`config.mk`:
```
export PLATFORM = sky130hd
export DESIGN_NAME = rcw_loader
export DESIGN_NICKNAME = d
export VERILOG_FILES = /design/src/rtl/rcw_pkg.sv /design/src/rtl/rcw_payload_mux.sv /design/src/rtl/rcw_gap_timer.sv /design/src/rtl/rcw_loader.sv
export SDC_FILE = /design/constraint.sdc
export NUM_CORES = 1
export LEC_CHECK = 0
export ABC_AREA = 1
export BUFFER_PORTS_ARGS = -buffer_cell sky130_fd_sc_hd__buf_2
export CAP_MARGIN = 5
export CORE_MARGIN = 2
export CORE_UTILIZATION = 40
export CTS_CLUSTER_SIZE = 28
export DETAILED_ROUTE_END_ITERATION = 10
export PLACE_DENSITY = 0.78
export SYNTH_ARGS = -nofsm -noshare
export SYNTH_HDL_FRONTEND = slang
export SYNTH_SLANG_ARGS = --single-unit
```
`constraint.sdc`:
```
create_clock -name clk -period 4.61 [get_ports clk]
set_clock_uncertainty 0.1 [all_clocks]
set_input_delay 0.2305 -clock clk [delete_from_list [all_inputs] [get_ports clk]]
set_output_delay 0.2305 -clock clk [all_outputs]
set_load 0.02 [all_outputs]
```
`src/rtl/rcw_pkg.sv`:
```
package rcw_pkg;
  localparam int NARROW_CNT   = 16;
  localparam int WIDE_CNT     = 11;
  localparam int NARROW_STEPS = 15;
  localparam int TOTAL_STEPS  = NARROW_STEPS + WIDE_CNT;
  localparam int STEP_W       = $clog2(TOTAL_STEPS);
  localparam int IDX_W        = 4;

  typedef enum logic [1:0] {
    GAP_SHORT = 2'd0,
    GAP_LONG  = 2'd1,
    GAP_STAB  = 2'd2
  } gap_e;

  typedef struct packed {
    logic             wide;
    logic [IDX_W-1:0] idx;
    gap_e             gap;
  } step_t;

  function automatic int unsigned ceil_div(int unsigned num, int unsigned den);
    return (num + den - 1) / den;
  endfunction

  // Step number to word index, width class and settling class.
  function automatic step_t decode_step(logic [STEP_W-1:0] step);
    step_t s;
    if (step < STEP_W'(NARROW_STEPS)) begin
      s.wide = 1'b0;
      s.idx  = (step <= STEP_W'(6)) ? step[IDX_W-1:0] : IDX_W'(step + STEP_W'(1));
      case (s.idx)
        4'd2, 4'd10:       s.gap = GAP_STAB;
        4'd3, 4'd4, 4'd5:  s.gap = GAP_LONG;
        default:           s.gap = GAP_SHORT;
      endcase
    end else begin
      s.wide = 1'b1;
      s.idx  = IDX_W'(step - STEP_W'(NARROW_STEPS - 1));
      case (s.idx)
        4'd3:    s.gap = GAP_STAB;
        4'd11:   s.gap = GAP_LONG;
        default: s.gap = GAP_SHORT;
      endcase
    end
    return s;
  endfunction
endpackage

```
`src/rtl/rcw_payload_mux.sv`:
```
module rcw_payload_mux #(
  parameter int NARROW_BITS = 4,
  parameter int WIDE_BITS   = 8
) (
  input  logic [rcw_pkg::NARROW_CNT*NARROW_BITS-1:0] narrow_cfg,
  input  logic [rcw_pkg::WIDE_CNT*WIDE_BITS-1:0]     wide_cfg,
  input  logic [rcw_pkg::IDX_W-1:0]                  idx,
  input  logic                                       wide,
  output logic [WIDE_BITS-1:0]                       data
);
  logic [NARROW_BITS-1:0] nw [rcw_pkg::NARROW_CNT];
  logic [WIDE_BITS-1:0]   ww [rcw_pkg::WIDE_CNT];

  for (genvar g = 0; g < rcw_pkg::NARROW_CNT; g++) begin : g_nw
    assign nw[g] = narrow_cfg[g*NARROW_BITS +: NARROW_BITS];
  end
  for (genvar g = 0; g < rcw_pkg::WIDE_CNT; g++) begin : g_ww
    assign ww[g] = wide_cfg[g*WIDE_BITS +: WIDE_BITS];
  end

  always_comb begin
    data = '0;
    if (wide) begin
      for (int k = 0; k < rcw_pkg::WIDE_CNT; k++)
        if (idx == rcw_pkg::IDX_W'(k + 1)) data = ww[k];
    end else if (idx == 4'd6) begin
      data = WIDE_BITS'({nw[7], nw[6]});
    end else begin
      for (int k = 0; k < rcw_pkg::NARROW_CNT; k++)
        if (idx == rcw_pkg::IDX_W'(k)) data = WIDE_BITS'(nw[k]);
    end
  end
endmodule

```
`src/rtl/rcw_gap_timer.sv`:
```
module rcw_gap_timer #(
  parameter int CNT_W = 12
) (
  input  logic             clk,
  input  logic             rst_n,
  input  logic             load,
  input  logic [CNT_W-1:0] load_val,
  input  logic             run,
  output logic             expire
);
  logic [CNT_W-1:0] cnt;

  assign expire = run && (cnt == '0);

  always_ff @(posedge clk or negedge rst_n) begin
    if (!rst_n)                  cnt <= '0;
    else if (load)               cnt <= load_val;
    else if (run && cnt != '0)   cnt <= cnt - 1'b1;
  end
endmodule

```
`src/rtl/rcw_loader.sv`:
```
module rcw_loader #(
  parameter int NARROW_BITS = 4,
  parameter int WIDE_BITS   = 8,
  parameter int CLK_PS      = 1250,
  parameter int STAB_US     = 5,
  parameter int SHORT_GAP   = 8,
  parameter int LONG_GAP    = 16
) (
  input  logic                                       clk,
  input  logic                                       rst_n,
  input  logic                                       start_i,
  input  logic [rcw_pkg::NARROW_CNT*NARROW_BITS-1:0] narrow_cfg_i,
  input  logic [rcw_pkg::WIDE_CNT*WIDE_BITS-1:0]     wide_cfg_i,
  input  logic                                       cmd_ready_i,
  output logic                                       cmd_valid_o,
  output logic                                       cmd_wide_o,
  output logic [rcw_pkg::IDX_W-1:0]                  cmd_index_o,
  output logic [WIDE_BITS-1:0]                       cmd_data_o,
  output logic                                       busy_o,
  output logic                                       done_o
);
  import rcw_pkg::*;

  localparam int unsigned STAB_CYC = ceil_div(STAB_US * 1000000, CLK_PS);
  localparam int unsigned MAX_GAP  = (STAB_CYC > LONG_GAP) ? STAB_CYC : LONG_GAP;
  localparam int          CNT_W    = $clog2(MAX_GAP + 1);

  typedef enum logic [1:0] {ST_IDLE, ST_ISSUE, ST_GAP} state_e;

  state_e            state;
  logic [STEP_W-1:0] step;
  logic              done_q;
  step_t             cur;
  logic [CNT_W-1:0]  gap_len;

  // Named internal events
  logic hs_fire;
  logic gap_expire;
  logic last_step;

  assign cur       = decode_step(step);
  assign hs_fire   = (state == ST_ISSUE) && cmd_ready_i;
  assign last_step = (step == STEP_W'(TOTAL_STEPS - 1));

  always_comb begin
    case (cur.gap)
      GAP_LONG: gap_len = CNT_W'(LONG_GAP);
      GAP_STAB: gap_len = CNT_W'(STAB_CYC);
      default:  gap_len = CNT_W'(SHORT_GAP);
    endcase
  end

  rcw_gap_timer #(.CNT_W(CNT_W)) i_timer (
    .clk      (clk),
    .rst_n    (rst_n),
    .load     (hs_fire),
    .load_val (gap_len - 1'b1),
    .run      (state == ST_GAP),
    .expire   (gap_expire)
  );

  rcw_payload_mux #(.NARROW_BITS(NARROW_BITS), .WIDE_BITS(WIDE_BITS)) i_mux (
    .narrow_cfg (narrow_cfg_i),
    .wide_cfg   (wide_cfg_i),
    .idx        (cur.idx),
    .wide       (cur.wide),
    .data       (cmd_data_o)
  );

  always_ff @(posedge clk or negedge rst_n) begin
    if (!rst_n) begin
      state  <= ST_IDLE;
      step   <= '0;
      done_q <= 1'b0;
    end else begin
      case (state)
        ST_IDLE: if (start_i) begin
          step   <= '0;
          done_q <= 1'b0;
          state  <= ST_ISSUE;
        end
        ST_ISSUE: if (hs_fire) state <= ST_GAP;
        ST_GAP: if (gap_expire) begin
          if (last_step) begin
            state  <= ST_IDLE;
            done_q <= 1'b1;
          end else begin
            step  <= step + 1'b1;
            state <= ST_ISSUE;
          end
        end
        default: state <= ST_IDLE;
      endcase
    end
  end

  assign cmd_valid_o = (state == ST_ISSUE);
  assign cmd_wide_o  = cur.wide;
  assign cmd_index_o = cur.idx;
  assign busy_o      = (state != ST_IDLE);
  assign done_o      = done_q;
endmodule

```
==> parameters.txt, run 1 <==
Parameter                              Value

Status
  Run status    completed

Finish
  Fraction of layout instances using a drive strength above 1    30.9%
  Area Overhead vs Synth    30.8%
  Ant. Diodes    0
  Post-layout nets    848

Timing
  Final setup violating endpoints    0
  Final hold violation count    0
  Actual slew at the worst max-slew pin    1060 ps
  Worst Hold Slack    62.2 ps
  Max transition margin    28.8%
  Maximum achievable frequency    243 MHz
  Fin crit period    4120 ps
  Post-route clock period utilization    89.3%
  Fin. max-slew vios    0
  Sum of negative setup slack    0 ps
  Unrepaired setup endpoints after global routing    no

Global routing
  Met3 track demand over resource in global routing    5.26%
  Maximum number of pins on one net before global-route repair    30
  Overall Global Routing Usage    27.1%
  Global-route track usage on met1    36.6%
  Total congestion overflow    0
  Wire length of the first global-routing pass    18300 um
  Number of global-route vias before repair    3891
  Met2 usage    45.5%
  Busiest metal layer after global routing    met2
  Number of antenna violations at the first check in global routing    0

Synth
  Yosys cell types    37
  Total of flip-flops plus latches after synthesis    20
  Synthesized-area fraction occupied by ao, oa, aoi and oai cells    12.5%
  Avg Cell Area, Syn    5.70 um^2
  Count of warnings emitted by yosys    0
  Cell area after technology mapping    2980 um^2
  Leading cell types by total area after synthesis    nand2_1 (21%), dfrtp_1 (17%), nand3_1 (9.9%), nor2_1 (8.1%), inv_1 (7.0%)
  Fraction of registers with async set/reset    100%
  Top post-synthesis cells by count    nand2_1 (169), nor2_1 (64), nand3_1 (59)
  Cell type contributing the most total cell area after synthesis    nand2_1
  Leading register cell type out of synthesis    dfrtp_1
  Number of flops mapped to enable cells by yosys    0
  Share of synthesized cell area in and, or, nand and nor gates    53.4%
  Share of synthesized area occupied by flip-flops and latches    16.8%
  Synth top area share    21.3%
  XOR/XNOR share of the synthesized area    2.06%
  Most used standard cell by instance count after synthesis    nand2_1
  Mux contribution to synthesized area    0%
  Dominant combinational cell family by area after synthesis    simple AND/OR/NAND/NOR gates
  Post-Synth Adder-Cell Area    3.36%
  Number of instances in the synthesized netlist    523
  Nets in the synthesized netlist    687

Power
  Power density over the cells    403 nW/um^2
  Static Leak    0.00216 uW
  Worst vdd ir    286 uV

CTS
  Max Root-Sink Buffers    2
  Clk_lat worst skew    260 ps
  Number of CTS-inserted buffers    3
  H-Tree Level Count    1
  Clock Sink Count    20
  Clock tree from TritonCTS    done
  Clk slew on worst S/H paths    70 ps
  Clk Tree Root Cell    clkbuf_8
  Post-CTS repair timing setup buffer count    0

Hold path
  Worst Hold Launch    start_i
  Instance count along the most critical hold path    2
  Worst Hold Class    primary input to flop

Floorplanning
  Horizontal extent of the die    90.4 um
  Number of top-level pins    172
  Starting density of the core    41.1%
  Std-Cell Core Area    7250 um^2
  Total Die Area    8160 um^2
  Height of the die    90.4 um
  Total number of placement rows    31

Critical path
  CP Launch Point    step[0]$_DFFE_PN0P_
  Startpoint of the worst register-to-register path    step[0]$_DFFE_PN0P_
  Reg2Reg Capture Point    i_timer.cnt[10]$_DFFE_PN0P_
  Setup crit end kind    output port
  CP Data Arrival Time    3790 ps
  Worst-case register-to-register setup slack    790 ps
  CP Class    flop to output port
  Worst reg2reg path depth    23
  Last element of the critical path    cmd_data_o[0]
  Critical path peak fanout    13
  CP Data Required Time    4280 ps
  Startpoint kind of the worst setup timing path    flop

Detailed routing
  Router iterations before antenna repair    5
  Post-route ant nets    0
  DR vias/cell    5.13
  Wire per inst    14.7 um
  Final routed wirelength across all metal layers    11500 um
  Number of DRC violations after detailed routing    0
  Starting DRT DRC Count    214
  Vias post-DR    4009

Placed design
  Routability congestion estimate    0.970
  HPWL Detailed    9640 um
  PortBufs    171

Job
  Max-cap check violation count    0
-- area by class of cell --
| type | count | area (um^2) |
|---|---|---|
| Sequential cell | 20 | 500 |
| Multi-Input combinational cell | 423 | 2130 |
| Tap cell | 99 | 124 |
| Inverter | 64 | 243 |
| Fill cell | 743 | 3350 |
| Timing Repair Buffer | 172 | 866 |
| Clock buffer | 3 | 41.3 |
-- critical path, stage by stage (launching register included) --
cell and delay [ps]:
dfrtp_1 530, inv_1 200, ha_1 240, nand2_1 80, nand2_2 110, nand2_4 130
nand2_1 100, nand3_2 90, nand2_4 80, nor2_1 710, and2_4 350, nand2_1 70
nand2_1 70, nand4_1 130, nand2_1 100, nand3_1 90, nand2_1 70, nand3_1 60
nand2_1 80, nand2_1 60, buf_2 160
-- layout by cell type, fill, tap and decap left out, types with 8 or more instances in the layout --
cell,count
dfrtp_1,20
nand3_1,59
ha_1,8
nand4_1,22
o21ai_0,21
a21oi_1,24
nand2_1,169
buf_2,171
nor2_1,64
inv_1,56
-- sequential cells by signal (all words and copies together) (netlist names) --
signal / cells
i_timer.cnt: 12
step: 5
state: 2
done_o: 1
-- worst min-delay path by stage --
stage	endpoint	slack [ps]
3_5_place_dp	i_timer.cnt[8]$_DFFE_PN0P_	100
3_3_place_gp	i_timer.cnt[8]$_DFFE_PN0P_	100
6_report	step[4]$_DFFE_PN0P_	60
5_1_grt	step[4]$_DFFE_PN0P_	60
4_1_cts	step[4]$_DFFE_PN0P_	50
2_1_floorplan	done_o$_DFFE_PN0P_	-170
-- metal layers --
layer,part of all wire [%],up-vias,wire [um]
met5,0,-,0
met4,1.2,0,138
met3,7.1,12,814
met2,47,168,5420
met1,45,1808,5130
li1,-,2021,-
-- report_power, final --
group	total [uW]	internal [uW]	switching [uW]
sequential	302	246	56.0
clock	113	58.2	55.3
combinational	1160	396	762
total	1570	700	873
-- through the flow --
step	utilization, %	cell area [um^2]	setup WS (ps)	power, uW	std cells
2_1_floorplan	-	2980	1410	1130	523
3_3_place_gp	53.1	3850	976	1410	777
3_5_place_dp	53.1	3850	882	1440	777
4_1_cts	53.8	3900	590	1560	781
5_1_grt	53.8	3900	225	1740	781
6_report	53.8	3900	493	1570	781
-- kinds of logic (layout without fill, tap and decap cells) --
family,after synthesis,after routing
adders and majority gates,8,8
AOI/OAI and AO/OA,60,60
and+or+nand+nor,348,348
DFF,20,20
buffers and inverters,80,239
xor gates and xnor gates,7,7
-- what timing repair did --
action	4_1_cts	5_1_grt
hold buffers	1	0
gates resized for setup	0	0
hold endpoints to repair	20	0
Note: power is estimated with default switching activity, not from simulation.
==> run 2, diff against run 1 <==
- CELL_PAD_IN_SITES_DETAIL_PLACEMENT: default -> 1
- CELL_PAD_IN_SITES_GLOBAL_PLACEMENT: default -> 2
- CORE_UTILIZATION: 40 -> 21
- PLACE_DENSITY: 0.78 -> 0.87
==> parameters.txt, run 2 (synthesis results as in run 1) <==
Parameter                              Value

Detailed routing
  Number of DRC violations after detailed routing    0
  Router iterations before antenna repair    4
  Wire per inst    17.0 um
  Vias post-DR    4125
  Post-route ant nets    0
  Starting DRT DRC Count    192
  Final routed wirelength across all metal layers    14700 um
  DR vias/cell    4.77

Critical path
  Setup crit end kind    output port
  Startpoint kind of the worst setup timing path    flop
  Library cell contributing the largest single delay on the critical path    nor2_1
  Cell with the most instances on the worst path    nand2_1
  Largest stage delay on the critical path    720 ps
  CP Data Required Time    4280 ps
  Critical path peak fanout    16
  CP Data Arrival Time    3840 ps
  CP Class    flop to output port
  Cell-by-cell trace of the critical path    ha_1 -> nand3_2 -> nand2_2 -> inv_2 -> nand3_1 -> nand2_2 -> nor2_1 -> nand2_1 -> inv_2 -> nand2_1 -> nand4_1 -> a21oi_1 -> nand3_1 -> o211ai_1 -> nand2_1 -> buf_2

CTS
  Clk Tree Root Cell    clkbuf_16
  H-Tree Level Count    1
  Post-CTS sizing    0
  Number of buffers inserted by hold repair at cts    1
  Post-CTS repair timing setup buffer count    0
  Clock Sink Count    20
  Clk_lat worst skew    250 ps
  Number of CTS-inserted buffers    3
  Max Root-Sink Buffers    2
  Clock tree from TritonCTS    done
  Clk slew on worst S/H paths    60 ps

Finish
  Most frequent cells in the layout    buf_2 (171), nand2_1 (169), nor2_1 (64), nand3_1 (59), inv_1 (56)
  Flip-flop count of the largest register after layout    12
  Most frequent standard cell in the layout excluding fill and tap cells    buf_2
  Post-layout nets    848
  Register bank with the most flops    i_timer.cnt
  Fill count    1914
  Largest regs    i_timer.cnt x12, step x5, state x2
  Area Overhead vs Synth    35.9%
  Final instance area    4050 um^2
  Fraction of layout instances using a drive strength above 1    31.0%

Floorplanning
  Starting density of the core    21.5%
  Total Die Area    15200 um^2
  Height of the die    123 um
  Number of top-level pins    172
  Std-Cell Core Area    13900 um^2
  Total number of placement rows    43
  Horizontal extent of the die    123 um

Power
  Worst vdd ir    256 uV
  Power density over the cells    417 nW/um^2
  Static Leak    0.00218 uW

Job
  Max-cap check violation count    0

Global routing
  Number of global-route vias before repair    4304
  Maximum number of pins on one net before global-route repair    30
  Overall Global Routing Usage    18.7%
  Wire length of the first global-routing pass    22200 um
  Total congestion overflow    0
  Number of antenna violations at the first check in global routing    0

Timing
  Unrepaired setup endpoints after global routing    no
  Final setup violating endpoints    0
  Fin crit period    4170 ps
  Final hold violation count    0
  Minimum setup slack in the final design    442 ps
  Post-route clock period utilization    90.4%
  Max transition margin    38.4%
  Maximum achievable frequency    240 MHz
  Actual slew at the worst max-slew pin    920 ps
  Sum of negative setup slack    0 ps
  Fin. max-slew vios    0

Placed design
  PortBufs    171
  HPWL Detailed    12700 um
  Dpl cell area    3950 um^2
  Placement Setup Slack    646 ps
  Routability congestion estimate    0.884

Hold path
  Worst Hold Class    primary input to flop

Status
  Run status    completed
==> run 2: worst paths after layout <==
path / slack [ps] / cells after the start / startpoint / endpoint
setup reg to reg: 640 / 23 / step[0]$_DFFE_PN0P_ / i_timer.cnt[10]$_DFFE_PN0P_
min in group asynchronous: 360 / 2 / rst_n / i_timer.cnt[1]$_DFFE_PN0P_
hold / removal: 60 / 2 / start_i / step[4]$_DFFE_PN0P_
hold reg to reg: 420 / 2 / done_o$_DFFE_PN0P_ / done_o$_DFFE_PN0P_
max in group asynchronous: 3720 / 2 / rst_n / step[1]$_DFFE_PN0P_
setup / recovery: 440 / 16 / step[2]$_DFFE_PN0P_ / cmd_data_o[5]
==> run 2: through the flow <==
| stage | cells | total power (uW) | hold WS, ps | util [%] |
|---|---|---|---|---|
| after detailed placement | 858 | 1500 | 120 | 28.5 |
| after global routing | 863 | 1880 | 68.4 | 29.2 |
| after CTS | 863 | 1710 | 69.8 | 29.2 |
| after global placement | 858 | 1470 | 115 | 28.5 |
| final | 864 | 1690 | 62.8 | 29.2 |
| after floorplan | 523 | 1130 | -165 | - |
==> run 2: per-layer routing <==
| layer | vias to the layer above | wire, um | track usage (%) |
|---|---|---|---|
| met1 | 1917 | 5780 | 21.8 |
| met2 | 156 | 7330 | 34.1 |
| met5 | - | 0 | 0 |
| met3 | 30 | 1140 | 3.64 |
| li1 | 2022 | - | - |
| met4 | 0 | 454 | 5.89 |
==> run 2: critical path: cells and delay by family, from the launching register on <==
| family | cells | cell delay, ps |
|---|---|---|
| and+or+nand+nor | 10 | 1980 |
| buffers and inverters | 3 | 660 |
| DFF | 1 | 460 |
| adders and majority gates | 1 | 330 |
| AOI/OAI and AO/OA | 2 | 140 |
==> run 2: cell type report <==
| type | instances | area, um^2 | share of cell area, % |
|---|---|---|---|
| flip-flops and latches | 20 | 500 | 12.3 |
| multi-input cells | 423 | 2130 | 52.5 |
| inverters | 64 | 243 | 5.99 |
| well taps | 180 | 225 | 5.56 |
| clock buffers | 4 | 88.8 | 2.19 |
| repair buffers | 172 | 866 | 21.4 |
| diodes | 1 | 2.50 | 0.0617 |
==> run 2: power breakdown <==
part           switching, uW  internal (uW)
clock network           65.5            132
logic                    792            396
registers               57.3            246
